`src/rtl/mgmt_indirect_seq.sv`:
```
module mgmt_indirect_seq #(
  parameter int RETRY_MAX = 16
) (
  input  logic        clk,
  input  logic        rst_n,
  input  logic [4:0]  sw_addr,
  input  logic        req_valid,
  output logic        req_ready,
  input  logic        req_write,
  input  logic [4:0]  req_dev,
  input  logic [4:0]  req_reg,
  input  logic [15:0] req_wdata,
  output logic        done,
  output logic        done_err,
  output logic        done_tmo,
  output logic [15:0] rdata,
  output logic        mp_req,
  output logic        mp_write,
  output logic [4:0]  mp_phy,
  output logic [4:0]  mp_reg,
  output logic [15:0] mp_wdata,
  input  logic        mp_ack,
  input  logic        mp_err,
  input  logic [15:0] mp_rdata
);
  localparam int CW = $clog2(RETRY_MAX + 1);
  localparam logic [15:0] OP_RD = 16'h9800;
  localparam logic [15:0] OP_WR = 16'h9400;
  localparam int BUSY_BIT = 15;

  typedef enum logic [2:0] {
    S_IDLE, S_DIRECT, S_WAIT_PRE, S_DATA, S_CMD, S_WAIT_POST, S_FETCH
  } st_t;

  st_t         st, st_n;
  logic        wr_q;
  logic [4:0]  dev_q, reg_q, sw_q;
  logic [15:0] wd_q;
  logic [CW-1:0] cnt, cnt_n;
  logic        fin, fin_err, fin_tmo, take_rd;
  logic [15:0] cmd_word;

  assign req_ready = (st == S_IDLE);
  assign mp_req    = (st != S_IDLE);
  assign cmd_word  = (wr_q ? OP_WR : OP_RD) | {6'b0, dev_q, reg_q};

  always_comb begin
    mp_write = 1'b0;
    mp_phy   = sw_q;
    mp_reg   = 5'd0;
    mp_wdata = 16'h0000;
    case (st)
      S_DIRECT: begin
        mp_write = wr_q;
        mp_phy   = dev_q;
        mp_reg   = reg_q;
        mp_wdata = wd_q;
      end
      S_DATA: begin
        mp_write = 1'b1;
        mp_reg   = 5'd1;
        mp_wdata = wd_q;
      end
      S_CMD: begin
        mp_write = 1'b1;
        mp_wdata = cmd_word;
      end
      S_FETCH: mp_reg = 5'd1;
      default: ;
    endcase
  end

  always_comb begin
    st_n    = st;
    cnt_n   = cnt;
    fin     = 1'b0;
    fin_err = 1'b0;
    fin_tmo = 1'b0;
    take_rd = 1'b0;
    if (st == S_IDLE) begin
      if (req_valid) begin
        st_n  = (sw_addr == 5'd0) ? S_DIRECT : S_WAIT_PRE;
        cnt_n = '0;
      end
    end else if (mp_ack) begin
      if (mp_err) begin
        fin     = 1'b1;
        fin_err = 1'b1;
      end else begin
        case (st)
          S_DIRECT: begin
            fin     = 1'b1;
            take_rd = !wr_q;
          end
          S_WAIT_PRE, S_WAIT_POST: begin
            if (mp_rdata[BUSY_BIT]) begin
              if (cnt == CW'(RETRY_MAX - 1)) begin
                fin     = 1'b1;
                fin_err = 1'b1;
                fin_tmo = 1'b1;
              end else begin
                cnt_n = cnt + 1'b1;
              end
            end else begin
              cnt_n = '0;
              if (st == S_WAIT_PRE) st_n = wr_q ? S_DATA : S_CMD;
              else if (wr_q)        fin  = 1'b1;
              else                  st_n = S_FETCH;
            end
          end
          S_DATA: st_n = S_CMD;
          S_CMD: begin
            st_n  = S_WAIT_POST;
            cnt_n = '0;
          end
          S_FETCH: begin
            fin     = 1'b1;
            take_rd = 1'b1;
          end
          default: st_n = S_IDLE;
        endcase
      end
    end
    if (fin) st_n = S_IDLE;
  end

  always_ff @(posedge clk) begin
    if (!rst_n) begin
      st       <= S_IDLE;
      cnt      <= '0;
      wr_q     <= 1'b0;
      dev_q    <= 5'd0;
      reg_q    <= 5'd0;
      sw_q     <= 5'd0;
      wd_q     <= 16'h0000;
      done     <= 1'b0;
      done_err <= 1'b0;
      done_tmo <= 1'b0;
      rdata    <= 16'h0000;
    end else begin
      st   <= st_n;
      cnt  <= cnt_n;
      done <= fin;
      if (st == S_IDLE && req_valid) begin
        wr_q  <= req_write;
        dev_q <= req_dev;
        reg_q <= req_reg;
        wd_q  <= req_wdata;
        sw_q  <= sw_addr;
      end
      if (fin) begin
        done_err <= fin_err;
        done_tmo <= fin_tmo;
      end
      if (take_rd) rdata <= mp_rdata;
    end
  end
endmodule

```
`config.mk`:
```
export PLATFORM = sky130hd
export DESIGN_NAME = mgmt_indirect_seq
export DESIGN_NICKNAME = d
export VERILOG_FILES = /design/src/rtl/mgmt_indirect_seq.sv
export SDC_FILE = /design/constraint.sdc
export NUM_CORES = 1
export LEC_CHECK = 0
export BUFFER_PORTS_ARGS = -buffer_cell sky130_fd_sc_hd__buf_4
export CORE_ASPECT_RATIO = 2
export CORE_MARGIN = 3
export CORE_UTILIZATION = 51
export DETAILED_ROUTE_END_ITERATION = 6
export PLACE_DENSITY = 0.81
export SLEW_MARGIN = 20
export SYNTH_ARGS = -nofsm -noshare
export SYNTH_HDL_FRONTEND = slang
export SYNTH_SLANG_ARGS = --single-unit
```
`constraint.sdc`:
```
create_clock -name clk -period 4.1 [get_ports clk]
set_input_delay 1.23 -clock clk [delete_from_list [all_inputs] [get_ports clk]]
set_output_delay 1.23 -clock clk [all_outputs]
set_load 0.02 [all_outputs]
```
==> results of run 1 <==
## worst reg2reg max path, cell delays in order, from the launching register on
cell and delay (ns):
sky130_fd_sc_hd__dfxtp_1 0.73, sky130_fd_sc_hd__or3b_1 0.43, sky130_fd_sc_hd__a21oi_2 0.29, sky130_fd_sc_hd__nor2_1 0.11, sky130_fd_sc_hd__a31oi_1 0.30, sky130_fd_sc_hd__a211oi_1 0.08
## cell type report
| cell class | instances | area, µm² | share of cell area (%) |
|---|---|---|---|
| Timing Repair Buffer | 104 | 781 | 21.7 |
| Sequential cell | 59 | 1180 | 32.8 |
| Multi-Input combinational cell | 238 | 1380 | 38.4 |
| Tap cell | 57 | 71.3 | 1.98 |
| Inverter | 7 | 26.3 | 0.730 |
| Clock inverter | 3 | 15.0 | 0.417 |
| Clock buffer | 12 | 145 | 4.03 |
## flip-flops by register name, indices dropped and copies added, names as in the netlist
register / flops
rdata: 16
wd_q: 16
cnt: 5
dev_q: 5
reg_q: 5
sw_q: 5
st: 3
done: 1
done_err: 1
done_tmo: 1
wr_q: 1
## cell usage in the layout (no fill, tap or decap), types with 2 or more instances in the layout
master,synthesis,layout
sky130_fd_sc_hd__buf_4,1,104
sky130_fd_sc_hd__nand2_1,79,79
sky130_fd_sc_hd__dfxtp_1,59,59
sky130_fd_sc_hd__a21oi_1,38,38
sky130_fd_sc_hd__nor2_1,29,29
sky130_fd_sc_hd__mux2i_1,18,18
sky130_fd_sc_hd__a22o_1,10,10
sky130_fd_sc_hd__clkbuf_8,0,10
sky130_fd_sc_hd__and2_1,8,8
sky130_fd_sc_hd__o21ai_0,8,8
sky130_fd_sc_hd__inv_1,6,6
sky130_fd_sc_hd__mux2_2,5,5
sky130_fd_sc_hd__nand3_1,4,4
sky130_fd_sc_hd__nand2b_1,3,3
sky130_fd_sc_hd__a31oi_1,3,3
sky130_fd_sc_hd__nand3b_1,3,3
sky130_fd_sc_hd__clkinv_2,0,3
sky130_fd_sc_hd__a211oi_1,2,2
sky130_fd_sc_hd__ha_1,2,2
sky130_fd_sc_hd__clkbuf_1,12,2
## cells in the mapped netlist, types with 2 or more instances
cell type,instances,share of area (%)
sky130_fd_sc_hd__a211oi_1,2,0.56
sky130_fd_sc_hd__o21ai_0,8,1.5
sky130_fd_sc_hd__a21oi_1,38,7.1
sky130_fd_sc_hd__nand3b_1,3,0.84
sky130_fd_sc_hd__nand2_1,79,11
sky130_fd_sc_hd__buf_2,6,1.1
sky130_fd_sc_hd__a31oi_1,3,0.70
sky130_fd_sc_hd__clkbuf_1,12,1.7
sky130_fd_sc_hd__nor2_1,29,4.0
sky130_fd_sc_hd__mux2i_1,18,6.7
sky130_fd_sc_hd__nand3_1,4,0.74
sky130_fd_sc_hd__a22o_1,10,3.3
sky130_fd_sc_hd__buf_6,2,0.84
sky130_fd_sc_hd__and2_1,8,1.9
sky130_fd_sc_hd__ha_1,2,0.93
sky130_fd_sc_hd__nand2b_1,3,0.70
sky130_fd_sc_hd__inv_1,6,0.84
sky130_fd_sc_hd__dfxtp_1,59,44
sky130_fd_sc_hd__mux2_2,5,2.1
## layer usage
layer,vias up,routed length [µm]
li1,1292,-
met1,1241,2580
met2,101,4010
met3,29,384
met4,0,384
met5,-,0
## power by group through the flow
stage	registers, mW	clock network, mW	logic, mW
detailed placement	0.753	0	0.666
CTS	0.741	0.449	0.668
floorplan	0.718	0	0.484
global placement	0.751	0	0.652
finish	0.743	0.438	0.663
global route	0.756	0.475	0.732
## final timing paths
check                                           from                   end  slack [ns]
worst min-delay path            sw_q[2]$_SDFFE_PN0P_  sw_q[2]$_SDFFE_PN0P_        0.46
worst min register to register  sw_q[2]$_SDFFE_PN0P_  sw_q[2]$_SDFFE_PN0P_        0.46
worst max-delay path              st[0]$_SDFFE_PP0P_             mp_phy[2]        0.64
worst max register to register    st[1]$_SDFFE_PP0P_    st[1]$_SDFFE_PP0P_        2.03
## through the flow
stage | utilization [%] | total power [mW] | hold slack, ns
after global placement | 68.8 | 1.40 | 0.443
after floorplan | - | 1.20 | 0.432
after global routing | 72.0 | 1.96 | 0.473
after detailed placement | 68.8 | 1.42 | 0.449
after CTS | 72.0 | 1.86 | 0.460
final | 72.0 | 1.84 | 0.459
## cell families (layout without fill, tap and decap cells)
kind of cell	Yosys count	count (layout)	synth area share, %
AO/OA/AOI/OAI	74	74	18.3
multiplexers	23	23	8.78
XOR/XNOR	1	1	0.325
flip-flops	59	59	43.8
AND/OR/NAND/NOR	138	138	22.9
adder cells (fa/ha/maj)	2	2	0.929
buffers and inverters	28	126	4.88
==> metrics list, run 1 <==
- Logic depth of the worst path, buffers included: 4
- After floorplanning, the core was divided into 36 placement rows.
- At the later pin of the worst-skew pair, clock insertion delay measures 0.33 ns.
- For this design the total switching power over the nets is about 690 µW.
* Synth-to-layout area growth: 33.7%
- The first global-routing pass estimated between 10000 and 15000 µm of wire.
* Routed wire length: between 7000 and 8000 µm
* Mapped Nets: 380
- In this run the post-CTS setup repair buffer count came out at 0.
* Power share of the combinational group: 36.0%
- Hold repair after CTS inserted 0 buffers.
* Pin count of the biggest net entering global routing: 34
- The tightest min-delay check is of the register to register type.
- Post-Place Setup Slack: 1.00 ns
- Derived from the worst setup path, the maximum achievable clock frequency is about 290 MHz.
- For this design the top-level I/O count stands at approximately 100.
- Summed over all cells, the static leakage comes to roughly 1.7 nW.
- The number of antenna violations at the first check in global routing was 0.
- After legalization and detailed placement, the total HPWL measured around 5600 µm.
- After routing, the total negative slack on setup checks comes to 0 ns.
- Once the floorplan was initialized, standard cells occupied a little over half of the core.
- Number of standard cells in the final layout excluding fillers: 480
- After detailed routing, the number of vias per cell comes to 5.55.
* Area of the mapped netlist: 2690 µm²
* Distinct cells, synth: between 40 and 50
- In this run, synthesis inferred 0 flip-flops with an integrated enable.
- Number of nets in the layout: 474
- Top flip-flop cell by instance count after synthesis: sky130_fd_sc_hd__dfxtp_1
- The worst setup path is captured at an output pin.
- Fraction of final layout cells sized beyond drive strength 1: 31.2%
- The number of antenna diodes in the final layout is 0.
- For this run, the slowest stage of the critical path takes between 0.6 and 0.7 ns.
- Buffering stage count on the worst path with inverters included: 1
- CTS root buf: sky130_fd_sc_hd__clkbuf_8
- Net switching is 37.5% of the power.
- Filler cell count: between 300 and 400
* Worst Clk Skew: about 0.007 ns
- After clock tree synthesis, the clock-pin slew on the worst setup and hold paths is 0.06 ns.
* Number of buffers on the longest clock path: 2
- Slowest cell on the critical path: sky130_fd_sc_hd__dfxtp_1
- Length in cells of the worst reg-to-reg path: 5
- Global routing consumed, over all layers together, between 20% and 30% of the routing resources.
- After layout, the worst setup slack is between 0.6 and 0.7 ns.
- The worst hold path passes through 2 cells.
* Number of hold violations in the final report: 0
* Clock sink total: 59
* Post-detailed-route DRC marker count: 0
- Number of maximum-capacitance constraint violations: 0
* Post-cts sizing count: 0
* Height of the die: approximately 110 µm
- For the finished layout, the period the worst path requires is 3.46 ns.
- The core region is around 5000 µm².
* Post-DRT Antenna Nets: 0
- Floorplan die area: 6240 µm²
* Worst-path maximum fanout: 16
- Grouping stages by cell kind, the critical path spends the most delay in flip-flops.
- For this design the ratio of total power to cell area is 512 nW/µm².
- Highest ir drop seen on vdd: around 0.00046 V
- Detailed-route via count: about 2700
- After global routing, the most crowded layer is met2.
- Finish-stage setup viols: 0
- For the pin with the worst max-slew slack, the measured transition is 0.923 ns.
- Clock buffer count from CTS: 9
* WL per Instance: approximately 15 µm
- Summing all placed instances gives a cell area of approximately 3400 µm².
* Number of warning messages in the yosys log: 0
- Result of the run: completed
* Post-synthesis sequential element count: a little under 60
- The number of global-route vias before repair came to between 2000 and 3000.
* Total number of H-tree levels: 3
- Traced cell by cell, the critical path runs through nand2b_1, nor2_2, mux2_2, buf_4.
- Setup repair after global routing left no endpoint under its margin.
- Post-synthesis instance total: approximately 330
* Final period util: 84.4%
- The critical path is of the register to output pin type.
- Non-Filler Cell Area, Final: roughly 3600 µm²
* Remaining global-route overflow: 0
* Final count of pins violating max slew: 0
- Sequential cells were found to cover a little over two fifths of the synthesized design area.
- TritonCTS built the clock tree.
- Met3 usage in global routing: under 10%
- Global-route track usage on met2: roughly 43%
- Worst slew slack as a fraction of its limit: 38.4%
- The worst setup path is launched from a register.
* Final weighted congestion in routability-driven placement: 0.856
- The first routing iteration left 96 violations.
- Sequential cells burn between 40 and 50% of the power.
* Arrival time at the worst endpoint: approximately 2.2 ns
- After synthesis, the share of flip-flops with an asynchronous set or reset is 0%.
* Cell count after placement: approximately 470
- The die is ~57 µm wide.
* IO buf count: 100
- P_int: 1.15 mW
- Required time at the worst-slack endpoint: between 2 and 3 ns
* Met1 layer usage reported by global route: between 20% and 30%
- The first detailed-routing pass ran for 4 iterations.
- The clock network accounts for a little under a quarter of the total power.
- Average footprint of a synthesized cell: about 8.3 µm²
(Power assumes the default switching activity.)
==> inputs of run 2 (changes only) <==
--- a/config.mk
+++ b/config.mk
@@ -8,9 +8,9 @@
 export BUFFER_PORTS_ARGS = -buffer_cell sky130_fd_sc_hd__buf_4
 export CORE_ASPECT_RATIO = 2
 export CORE_MARGIN = 3
-export CORE_UTILIZATION = 51
+export CORE_UTILIZATION = 49
 export DETAILED_ROUTE_END_ITERATION = 6
-export PLACE_DENSITY = 0.81
+export PLACE_DENSITY = 0.79
 export SLEW_MARGIN = 20
 export SYNTH_ARGS = -nofsm -noshare
 export SYNTH_HDL_FRONTEND = slang
==> constraint.sdc (replaced) <==
create_clock -name clk -period 3.26 [get_ports clk]
set_input_delay 0.978 -clock clk [delete_from_list [all_inputs] [get_ports clk]]
set_output_delay 0.978 -clock clk [all_outputs]
set_load 0.02 [all_outputs]
==> metrics list, run 2 (synthesized netlist as in run 1, its figures left out) <==
- Walking the worst path, the cells encountered are nand2b_1, nor2_2, buf_4, mux2_2, buf_4.
* Filler cell count: 443
* Height of the die: roughly 110 µm
- Finish-stage setup viols: 0
- Final HPWL DP: around 5600 µm
* Number of hold violations in the final report: 0
- GRT Resource Usage Total: 24.3%
- Final period util: between 80% and 90%
- Clock sink total: 59
- The number of global-route vias before repair was roughly 2600.
- Data arrives at the worst endpoint at 1.92 ns.
- In the routed layout, each cell is associated on average with a via count of between 5 and 6.
- CTS root buf: sky130_fd_sc_hd__clkbuf_8
* Largest registers: rdata x16, wd_q x16
- Clock tree synthesis inserted a total of 9 buffers.
- Based on the critical path, the design can be clocked at up to around 350 MHz.
- The number of antenna violations at the first check in global routing was 0.
* TritonCTS clock tree: yes
- Once placement completed, the tool counted placed cells totaling between 400 and 500.
- For this run, the slowest stage of the critical path takes 0.66 ns.
- Area occupied by registers: approximately 1200 µm²
- Worst hold slack after final layout: between 0.4 and 0.5 ns
* Source-to-sink clock delay at the later pin of the worst-skew pair: 0.33 ns
- Pre-antenna DRT Iters: 5
* Setup crit start kind: register
- Post-placement cell area: about 3500 µm²
- Post-detailed-route DRC marker count: 0
* IO buf count: 100
- Of the cells placed in the final design, the portion with a size suffix greater than 1 is a little under a third.
- Sequential cells burn 39.1% of the power.
- Row count: 37
- The internal power of the cells totals 1.44 mW.
* Iteration-0 DRC count of the detailed router: just over 100
- Logic depth of the worst path, buffers included: 5
- Commonest cells after routing, fill and taps aside: sky130_fd_sc_hd__buf_4 (108), sky130_fd_sc_hd__nand2_1 (79), sky130_fd_sc_hd__dfxtp_1 (59)
* Power dissipated by switching net loads: about 870 µW
- Post-CTS timing repair inserted 0 buffers for setup.
- Leaving out fill and tap cells, the most frequent cell in the layout is sky130_fd_sc_hd__buf_4.
- Summed over all cells, the static leakage comes to 1.68 nW.
* Worst Clk Skew: about 0.0053 ns
- 0 antenna diodes ended up in the layout.
- Post-DRT Antenna Nets: 0
- For the pin with the worst max-slew slack, the measured transition is about 0.7 ns.
* WL per Instance: approximately 15 µm
- The largest individual stage delay along the critical path comes from the cell sky130_fd_sc_hd__dfxtp_1.
- Of all nets on the critical path, the largest fanout is 17.
- Result of the run: completed
- Quantity of hold-fixing buffers added after cts: 0
- Routed wire length: between 7000 and 8000 µm
- Net switching is roughly 38% of the power.
- Across the run, the number of max-cap violations was 0.
- Length in cells of the worst reg-to-reg path: 6
- After clock tree synthesis, the repair step resized 0 gates.
- Core Box Area: about 5200 µm²
* Non-Filler Cell Area, Final: 3610 µm²
- The critical path contains buffers and inverters numbering 2 combined.
- Required time at the worst-slack endpoint: 2.28 ns
* Classification of the worst-slack hold path: register to register
- Entering global routing, the biggest net connects 33 pins.
- The first global-routing pass estimated approximately 12000 µm of wire.
- Initial cell density of the core: about half
* Crit. End Element: output pin
- Minimum setup slack among reg-to-reg paths: between 1 and 1.5 ns
- Worst Setup Path Type: register to output pin
* Cell seen most often among critical-path stages: sky130_fd_sc_hd__buf_4
- For this run, the number of standard cells in the final layout without fillers is a little under 500.
- Crit path max-delay family: flip-flops
* Time the final worst path needs with I/O delays and setup: between 2 and 3 ns
* Floorplan die width: between 50 and 60 µm
- The worst hold path was traced through 2 stages.
- Number of nets in the layout: between 400 and 500
* Number of buffers on the longest clock path: 2
- Per report_power, the clock group accounts for ~22% of the total.
- Summed over all failing endpoints, the final setup total negative slack is 0 ns.
- Compared with the post-synthesis result, the final layout area differs by 34.0%.
* Remaining global-route overflow: 0
* Final weighted congestion in routability-driven placement: roughly 0.89
* Highest ir drop seen on vdd: approximately 0.00044 V
- Unrepaired setup endpoints after global routing: false
- The floorplan step defined a die boundary enclosing 6480 µm².
- 101 I/O pins were placed.
- The multi-input combinational cells in the finished layout cover a total of between 1000 and 1500 µm².
- In this run the number of H-tree levels came out at 3.
- Headroom to the max-slew limit came out at a little over half.
- Power share of the combinational group: 38.8%
* Final count of pins violating max slew: 0
- Detailed-route via count: around 2600
- PwrDens: roughly 640 nW/µm²
- After clock tree synthesis, the clock-pin slew on the worst setup and hold paths is around 0.060 ns.
==> run 2: cell count changes in the layout (fill, tap and decap cells not counted), sizes merged <==
cell and change:
inv -1, clkbuf -1, buf +4, clkinv -1
==> run 2: through the flow <==
stage / setup WS [ns] / utilization (%) / power, mW
after global placement: 0.789 / 66.4 / 1.79
after global routing: 0.225 / 69.0 / 2.45
after floorplan: 0.819 / - / 1.51
final: 0.365 / 69.0 / 2.30
after detailed placement: 0.726 / 66.4 / 1.81
after CTS: 0.375 / 69.0 / 2.32
==> run 2: worst reg2reg max path, delay by kind of cell, from the launching register on <==
kind	cells	cell delay (ns)
AOI/OAI and AO/OA	2	0.65
and+or+nand+nor	3	0.58
DFF	1	0.46
buffers and inverters	1	0.24
==> run 2: layout make-up <==
cell class / count / share of cell area (%)
flip-flops and latches: 59 / 32.7
repair buffers: 108 / 22.5
multi-input cells: 238 / 38.3
clock inverters: 1 / 0.139
inverters: 7 / 0.728
clock buffers: 11 / 3.64
well taps: 58 / 2.01
==> run 2: worst paths after layout <==
| check | startpoint | endpoint |
|---|---|---|
| worst min-delay path | wd_q[14]$_SDFFE_PN0P_ | wd_q[14]$_SDFFE_PN0P_ |
| worst max-delay path | st[2]$_SDFFE_PP0P_ | mp_phy[4] |
| worst min register to register | wd_q[14]$_SDFFE_PN0P_ | wd_q[14]$_SDFFE_PN0P_ |
| worst max register to register | st[1]$_SDFFE_PP0P_ | st[2]$_SDFFE_PP0P_ |
==> run 2: power by group through the flow <==
stage,registers (mW),clock network (mW),logic [mW]
floorplan,0.903,0,0.608
global placement,0.910,0,0.878
detailed placement,0.913,0,0.895
CTS,0.899,0.527,0.896
global route,0.912,0.551,0.988
finish,0.900,0.509,0.893
==> run 2: metal layers <==
layer  wire, µm  GRT usage [%]
met4        238           11.6
met2       4150           44.4
met5          0              0
met1       2620           24.0
met3        401           6.06
==> inputs of run 3 (changes only) <==
--- a/config.mk
+++ b/config.mk
@@ -5,6 +5,7 @@
 export SDC_FILE = /design/constraint.sdc
 export NUM_CORES = 1
 export LEC_CHECK = 0
+export ABC_AREA = 1
 export BUFFER_PORTS_ARGS = -buffer_cell sky130_fd_sc_hd__buf_4
 export CORE_ASPECT_RATIO = 2
 export CORE_MARGIN = 3
==> metrics list, run 3 <==
- The biggest area contributor in the post-synthesis netlist is sky130_fd_sc_hd__dfxtp_1.
- Top cells by area in the synthesized netlist: sky130_fd_sc_hd__dfxtp_1 (44%), sky130_fd_sc_hd__o21ai_0 (9.3%), sky130_fd_sc_hd__nor2_1 (8.5%)
* Post-DRT Antenna Nets: 0
- Counting flops with an async set or reset pin after synthesis yields a share of 0%.
* Post-synthesis sequential area ratio: about 44%
* Total number of H-tree levels: 3
- For this design the static power due to leakage is 1.67 nW.
- Commonest cells after routing, fill and taps aside: sky130_fd_sc_hd__buf_4 (101), sky130_fd_sc_hd__nor2_1 (61), sky130_fd_sc_hd__dfxtp_1 (59)
* Achievable frequency: approximately 340 MHz
* Highest ir drop seen on vdd: 0.000553 V
- Largest incremental delay on the critical path: between 0.4 and 0.5 ns
* Setup crit start kind: register
- Average vias per placed instance: between 5 and 6
- For this run, the total global-route usage over all layers was measured as approximately a quarter.
- Number of antenna violations at the first check in global routing: 0
- At the worst endpoint, the required time is around 2.3 ns.
- Counting every net in the synthesized netlist gives around 430.
* Remaining global-route overflow: 0
* Crit. End Element: output pin
- Finish-stage setup viols: 0
* PwrDens: about 750 nW/µm²
- WL per Instance: between 10 and 15 µm
* Clock sink total: 59
* Final period util: approximately 90%
- After clock tree synthesis, the clock-pin slew on the worst setup and hold paths is 0.06 ns.
- For this run, the number of Yosys warnings is 0.
- Most used standard cells in the synthesized netlist: sky130_fd_sc_hd__nor2_1 (61), sky130_fd_sc_hd__dfxtp_1 (59), sky130_fd_sc_hd__o21ai_0 (50)
- After synthesis the netlist holds a flip-flop and latch count of ~60.
- Pre-antenna DRT Iters: 5
* Leading cell type in the layout, fill and taps excluded: sky130_fd_sc_hd__buf_4
- Buffers inserted during clock tree synthesis total 9.
- Routability-driven placement finished with a final weighted congestion of 0.922.
* Worst-path maximum fanout: 18
* Post-placement cell area: around 3400 µm²
- Height of the die: between 100 and 150 µm
- Worst Setup Path Type: register to output pin
- Met2 Wirelength: between 3000 and 4000 µm
- Total power for the finished layout comes to 2.70 mW.
* Non-Filler Cell Area, Final: approximately 3600 µm²
- The smallest clock period supported by the final layout is computed as around 2.9 ns.
* Number of buffers on the longest clock path: 2
* First-pass GRT wire length: between 10000 and 15000 µm
- Yosys mapped the design onto 24 distinct sky130hd cell types.
- After detailed routing, the met3 layer carries ~460 µm of wire.
- The floorplan step defined a die boundary enclosing ~6500 µm².
* Wire length on met1: approximately 2800 µm
- IO buf count: 100
* Top sig layer: met4
* Number of nets in the layout: roughly 530
- In the final timing run, aggregate negative setup slack is 0 ns.
* Minimum setup slack among reg-to-reg paths: 1.35 ns
- Iteration-0 DRC count of the detailed router: between 150 and 200
- Slowest cell on the critical path: sky130_fd_sc_hd__nand2_1
* Worst Clk Skew: 0.00678 ns
* Pin count of the biggest net entering global routing: 58
- After clock tree synthesis, the setup repair step added 0 buffers.
* Area of the mapped netlist: between 2000 and 3000 µm²
- Post-cts sizing count: 0
- Once the floorplan was initialized, standard cells occupied 51.3% of the core.
* Fraction of post-synthesis cell area in the top cell type by area: between 40% and 50%
- Across all layers, the routed design uses 2848 vias.
- Measured along the x axis, the die boundary spans approximately 58 µm.
- Core Box Area: 5230 µm²
* TritonCTS clock tree: yes
* Post-synthesis instance total: 378
- The synthesized design contains 0 enable-type register cells.
* Quantity of hold-fixing buffers added after cts: 0
* Number of hold violations in the final report: 0
- The post-route netlist has between 20% and 30% of its cells at a drive strength greater than 1.
- In the routed design, unresolved DRC markers number 0.
- In this run the worst hold path is classified as register to register.
- At the later pin of the worst-skew pair, clock insertion delay measures 0.34 ns.
- In this run the clock root is driven by a sky130_fd_sc_hd__clkbuf_8.
- Detailed placement finished with a half-perimeter wire length of around 5400 µm.
- At the pin with the least slew margin, the transition time is between 0.6 and 0.7 ns.
- Worst-case setup margin in the final layout: roughly 0.32 ns
- Post-Place Setup Slack: about 0.76 ns
- just over 100 I/O pins were placed.
* Arrival time at the worst endpoint: around 2.0 ns
- Top flip-flop cell by instance count after synthesis: sky130_fd_sc_hd__dfxtp_1
* Worst-path cell chain: nor2_1, nand2_1, o22ai_1, buf_4
- Worst slew slack as a fraction of its limit: around 54%
- Result of the run: completed
- Max-cap violations in this run came to 0.
* Most frequently used cell type in the post-synthesis netlist: sky130_fd_sc_hd__nor2_1
* Largest registers: rdata x16, wd_q x16
- Relative to the synthesized area, the layout overhead comes to 34.7%.
- Setup repair after global routing left no endpoint under its margin.
- Routed wire length: 7560 µm
* Row count: 37
- Final count of pins violating max slew: 0
- A synthesized cell averages 7.10 µm².
- Via count of the first global-routing pass: about 2800
- The repair_antennas step left the layout with diodes totalling 0.
run 3: cell types whose count changed in the layout (fill, tap and decap cells not counted), moves of 11 or more:
cell	previous run	this run
sky130_fd_sc_hd__nand2_1	79	49
sky130_fd_sc_hd__nor2_1	29	61
sky130_fd_sc_hd__nand3_1	4	20
sky130_fd_sc_hd__mux2i_1	18	0
sky130_fd_sc_hd__o21ai_0	8	50
sky130_fd_sc_hd__o22ai_1	1	12
sky130_fd_sc_hd__inv_1	5	40
run 3: stage by stage:
| stage | util (%) | hold WS, ns | cells |
|---|---|---|---|
| 3_5_place_dp | 65.2 | 0.444 | 517 |
| 3_3_place_gp | 65.2 | 0.440 | 517 |
| 5_1_grt | 69.1 | 0.480 | 531 |
| 6_report | 69.1 | 0.452 | 531 |
| 2_1_floorplan | - | 0.425 | 378 |
| 4_1_cts | 69.1 | 0.454 | 531 |
run 3: cell type report:
| class | count | area (µm²) |
|---|---|---|
| Clock buffer | 12 | 165 |
| Fill cell | 463 | 1620 |
| Clock inverter | 2 | 35.0 |
| Multi-Input combinational cell | 255 | 1230 |
| Tap cell | 58 | 72.6 |
| Timing Repair Buffer | 101 | 758 |
| Inverter | 44 | 166 |
| Sequential cell | 59 | 1180 |
run 3: cells by family (layout without fill, tap and decap cells):
family                     Yosys count  after routing  share of synthesized area (%)
adders and majority gates            2              2                          0.933
DFF                                 59             59                           44.0
and+or+nand+nor                    148            148                           24.7
AOI/OAI and AO/OA                  105            105                           20.4
buffers and inverters               64            159                           9.93
run 3: final timing paths:
kind                                       startpoint                     to  cells past startpoint
worst min-delay path            wd_q[12]$_SDFFE_PN0P_  wd_q[12]$_SDFFE_PN0P_                      2
worst max register to register     st[2]$_SDFFE_PP0P_    cnt[1]$_SDFFE_PN0P_                      8
worst min register to register  wd_q[12]$_SDFFE_PN0P_  wd_q[12]$_SDFFE_PN0P_                      2
worst max-delay path               st[0]$_SDFFE_PP0P_           mp_wdata[10]                      4
run 3: layer usage:
layer,track usage [%],up-vias
met1,27.3,1291
li1,-,1420
met2,41.2,111
met4,14.9,0
met5,0,-
met3,6.08,26
run 3: worst max-delay path: cells and delay by family, from the launching register on:
kind / cells / cell delay [ns]
flops: 1 / 0.39
simple gates: 2 / 0.69
buf+inv: 1 / 0.20
compound gates: 1 / 0.34
run 3: where the power goes:
part / switching (mW) / internal, mW
logic: 0.719 / 0.369
clock network: 0.273 / 0.406
registers: 0.0750 / 0.861
